File: src/rtl/irq_sel_pkg.sv
package irq_sel_pkg;
  typedef enum logic [1:0] {
    PRIV_USER  = 2'd0,
    PRIV_SUPV  = 2'd1,
    PRIV_RSVD  = 2'd2,
    PRIV_MACH  = 2'd3
  } priv_e;

  typedef struct packed {
    logic mach_open;
    logic host_open;
    logic guest_open;
  } group_open_t;
endpackage

File: src/rtl/irq_global_gate.sv
module irq_global_gate
  import irq_sel_pkg::*;
(
  input  logic [1:0]  priv_lvl,
  input  logic        m_gie,
  input  logic        s_gie,
  input  logic        virt_on,
  output group_open_t opens
);
  logic mach_glob;
  logic supv_glob;

  always_comb begin
    mach_glob = (priv_lvl < PRIV_MACH) || ((priv_lvl == PRIV_MACH) && m_gie);
    supv_glob = (priv_lvl < PRIV_SUPV) || ((priv_lvl == PRIV_SUPV) && s_gie);
    opens.mach_open  = mach_glob;
    opens.host_open  = virt_on || supv_glob;
    opens.guest_open = virt_on && supv_glob;
  end
endmodule

File: src/rtl/irq_group_qualify.sv
module irq_group_qualify
  import irq_sel_pkg::*;
#(
  parameter int W = 64
) (
  input  logic [W-1:0] irq_pending,
  input  logic [W-1:0] irq_enable,
  input  logic [W-1:0] mach_deleg,
  input  logic [W-1:0] hyp_deleg,
  input  group_open_t  opens,
  output logic [W-1:0] survivors
);
  logic [W-1:0] cand;
  logic [W-1:0] grp_mach;
  logic [W-1:0] grp_host;
  logic [W-1:0] grp_guest;

  always_comb begin
    cand      = irq_pending & irq_enable;
    grp_mach  = cand & ~mach_deleg & {W{opens.mach_open}};
    grp_host  = cand & mach_deleg & ~hyp_deleg & {W{opens.host_open}};
    grp_guest = cand & mach_deleg & hyp_deleg & {W{opens.guest_open}};
    survivors = grp_mach | grp_host | grp_guest;
  end
endmodule

File: src/rtl/irq_lowest_pick.sv
module irq_lowest_pick #(
  parameter int W = 64
) (
  input  logic [W-1:0]          vec,
  output logic                  any,
  output logic [$clog2(W)-1:0]  idx
);
  localparam int IW = $clog2(W);
  localparam int P  = 1 << IW;

  logic [P-1:0] padded;
  assign padded = P'(vec);

  for (genvar l = 0; l <= IW; l++) begin : g_lvl
    localparam int N = P >> l;
    logic [N-1:0]  v;
    logic [IW-1:0] ix [N];
    if (l == 0) begin : g_leaf
      assign v = padded;
      for (genvar n = 0; n < N; n++) begin : g_n
        assign ix[n] = '0;
      end
    end else begin : g_node
      localparam logic [IW-1:0] HALF = IW'(1) << (l - 1);
      for (genvar n = 0; n < N; n++) begin : g_n
        assign v[n]  = g_lvl[l-1].v[2*n] | g_lvl[l-1].v[2*n+1];
        assign ix[n] = g_lvl[l-1].v[2*n] ? g_lvl[l-1].ix[2*n]
                                         : (g_lvl[l-1].ix[2*n+1] | HALF);
      end
    end
  end

  assign any = g_lvl[IW].v[0];
  assign idx = g_lvl[IW].ix[0];
endmodule

File: src/rtl/irq_take_select.sv
module irq_take_select
  import irq_sel_pkg::*;
#(
  parameter int W = 64
) (
  input  logic [W-1:0]         irq_pending,
  input  logic [W-1:0]         irq_enable,
  input  logic [W-1:0]         mach_deleg,
  input  logic [W-1:0]         hyp_deleg,
  input  logic [1:0]           priv_lvl,
  input  logic                 m_gie,
  input  logic                 s_gie,
  input  logic                 virt_on,
  output logic                 take_valid,
  output logic [$clog2(W)-1:0] take_index
);
  localparam int IW = $clog2(W);

  group_open_t   opens;
  logic [W-1:0]  survivors;
  logic          pick_any;
  logic [IW-1:0] pick_idx;

  irq_global_gate u_gate (
    .priv_lvl (priv_lvl),
    .m_gie    (m_gie),
    .s_gie    (s_gie),
    .virt_on  (virt_on),
    .opens    (opens)
  );

  irq_group_qualify #(.W(W)) u_qual (
    .irq_pending (irq_pending),
    .irq_enable  (irq_enable),
    .mach_deleg  (mach_deleg),
    .hyp_deleg   (hyp_deleg),
    .opens       (opens),
    .survivors   (survivors)
  );

  irq_lowest_pick #(.W(W)) u_pick (
    .vec (survivors),
    .any (pick_any),
    .idx (pick_idx)
  );

  assign take_valid = pick_any;
  assign take_index = pick_any ? pick_idx : '0;
endmodule

File: config.mk
export PLATFORM = sky130hd
export DESIGN_NAME = irq_take_select
export DESIGN_NICKNAME = d
export VERILOG_FILES = /design/src/rtl/irq_sel_pkg.sv /design/src/rtl/irq_global_gate.sv /design/src/rtl/irq_group_qualify.sv /design/src/rtl/irq_lowest_pick.sv /design/src/rtl/irq_take_select.sv
export SDC_FILE = /design/constraint.sdc
export NUM_CORES = 1
export LEC_CHECK = 0
export ABC_AREA = 1
export CAP_MARGIN = 20
export CORE_MARGIN = 10
export CORE_UTILIZATION = 39
export DETAILED_ROUTE_END_ITERATION = 12
export PLACE_DENSITY = 0.95
export SLEW_MARGIN = 0
export SYNTH_ARGS = -nofsm -noshare
export SYNTH_HDL_FRONTEND = slang
export SYNTH_HIERARCHICAL = 1
export SYNTH_SLANG_ARGS = --single-unit
File: constraint.sdc
create_clock -name vclk -period 4.2
set_input_delay 0.84 -clock vclk [all_inputs]
set_output_delay 0.84 -clock vclk [all_outputs]
set_load 0.005 [all_outputs]
==> impl_metrics.toml <==
[status]
outcome = "completed"

[route]
drt-initial-drc-count = 400
route.final.wire_length_mm = 18.9
drt-wirelength-per-cell_um = 13.9
via_count = 6418
route.antenna.remaining_nets = 0
drt_pre_antenna_iters = 6
via_per_inst = 4.74
route.detailed.drc = 0

[pwr]
clock_power_share_pct = 0
intPower_uw = 450
power_frac_seq_pct = 0
netSwitchingPower_uw = 354
power_density_mw_per_mm2 = 108
power_uw = 804
share_comb_of_total_power_pct = 100.0
ir_worst_vdd_uv = 59.8
leakage_uw = 0.00413
sw_frac_of_total_pct = 44.0

[die]
placement_row_count = 35
die_y_um = 117
io_pins = 268
die_w_um = 117
initial_cell_density_of_the_core_pct = 39.8
design.core.area_mm2 = 0.00915
die_area_mm2 = 0.0136

[sta]
max-slew-margin-rel_pct = 72.1
hold-worst-slack_ns = 2.77
finalWorstPathRequiredPeriod_ns = 4.15
count_of_final_max_slew_check_failures = 0
tightest_slew_ns = 0.414
final.setup.worst_slack_ns = 0.0492
fmax_mhz = 241
final.setup.tns_ns = 0
finalSetupViolations = 0
period_share_pct = 98.8
report.final.hold_viol_count = 0
rsz0062_at_grt = "true"

[placement]
place.port_buffers = 268
place.detailed.hpwl_mm = 14.5
place_inst = 1320
place.gp.congestion = 0.879
placement.setup.worst_slack_ns = -0.287

[layout]
design.seq.count = 0
layout_common_cells = "nand2_1 (384), clkdlybuf4s50_1 (257), nor2_1 (201), inv_1 (185), buf_4 (72)"
antenna_cell_count = 0
layout.nets = 1506
final_common_cell = "nand2_1"
flow.area_growth_from_synthesis_pct = 104
flip_flop_and_latch_area_um2 = 0
post_route_non_filler_standard_cell_count = 1354
clkbuf_count = 0
n_fill_cell = 661
share_of_post_route_cells_with_drive_strength_above_1_pct = 13.4

[global_route]
globalRouteOverflowTotal = 0
grt_util_overall_pct = 24.3
initial_antenna_violation_count = 0
grt_first_pass_wirelength_mm = 27.6
grt_pass1_vias = 6421
grt_max_degree = 32

[worst_setup_path]
critPathRequiredTime_ns = 3.36
peak_per_stage_delay_on_the_critical_path_ns = 0.24
critPathMaxFanout = 8
cp.depth = 23
cp_top_family = "buffers and inverters"
cpMostUsedCell = "nand2_1"
path_cells = "dlygate4sd2_1, nand2_1, nand2_2, buf_6, nor2_4, buf_12, buf_12, nand2_1, nand2_1, nor2_1, nor2_1, nor2_1, nand2_1, inv_2, nand4_4, nor2_4, buf_6, buf_4, buf_4, a21oi_2, nand2_1, inv_2, buf_6"
path_buf_inv = 10
type_of_destination_of_the_critical_path = "primary output"
critical_path_arrival_ns = 3.31
timing.critical_path.slowest_stage_cell = "dlygate4sd2_1"
critical_path.startpoint_type = "primary input"
criticalPathCategory = "in -> out"

[synthesis]
post_synth_instance_area_mm2 = 0.00364
netlist_instances = 902
synth_sequential_area_ratio_pct = 0
synth.avg_cell_area_um2 = 4.04
ys.warnings.count = 6
synthesis.nets = 1163
synth_cell_type_count = 22

[hold_path]
worst_hold_path.num_cells = 7
hp-class = "in -> out"

[clock_network]
cts.hold.buffers_added = 0

[flow_run]
cap_viol_max_count = 0
## cell usage after synthesis
cell        n  area share (%)
nor3_2      1            0.27
buf_8       6             2.5
nand4_2     1            0.34
nand2_2     3            0.52
nor2_1    218              22
nor4_1      1            0.17
nor2_4      4             1.2
buf_4       1            0.21
o22ai_1     1            0.17
nand2_1   403              42
nand4_1     3            0.52
o21ai_0    11             1.5
nand3_1    16             2.2
inv_2       5            0.52
buf_6       1            0.31
a31oi_1     1            0.17
a21oi_1    12             1.6
o21bai_1    3            0.62
nor2_2      6             1.0
nand3_2     3            0.82
inv_1     190              20
buf_2      12             1.6
## final cells by class
cell class / instances / area (um^2) / share of cell area [%]
timing repair buffer: 361 / 3640 / 49.0
multi-input combinational: 687 / 2910 / 39.2
inverter: 195 / 742 / 9.98
tap: 111 / 139 / 1.87
## kinds of logic after synthesis
| kind of cell | count (synthesis) | synth area share [%] |
|---|---|---|
| AND/OR/NAND/NOR | 659 | 71.1 |
| buffers and inverters | 215 | 24.7 |
| AO/OA/AOI/OAI | 28 | 4.12 |
## through the flow
stage          utilization (%)  instance area [um^2]
2_1_floorplan                -                  3640
3_3_place_gp              74.6                  6830
3_5_place_dp              74.6                  6830
4_1_cts                   79.4                  7260
5_1_grt                   81.2                  7430
6_report                  81.2                  7430
## path summary, 6_finish.rpt
check | from | endpoint | slack (ns)
max | priv_lvl[0] | take_index[3] | 0.05
min | mach_deleg[63] | take_valid | 2.77
## tightest hold or removal path, delay by kind of cell
kind                   cells  cell delay [ns]
buffers and inverters      2             0.65
and+or+nand+nor            5             0.45
## timing repair
action | CTS | global route
gates resized for setup | 47 | 53
gates cloned | 5 | 2
setup buffers | 22 | 6
endpoints found under the setup margin | 7 | 7
pin swaps | 16 | 29
## power by group through the flow
stage	clock network [uW]	registers (uW)	logic [uW]
floorplan	0	0	295
global placement	0	0	677
detailed placement	0	0	691
CTS	0	0	752
global route	0	0	876
finish	0	0	804
## per-layer routing
layer	GRT usage [%]	part of all wire [%]	vias to the layer above
li1	-	-	3263
met1	23.9	35	2735
met2	47.5	51	337
met3	6.99	10	83
met4	7.91	3.7	0
met5	0	0	-
(Power assumes the default switching activity.)
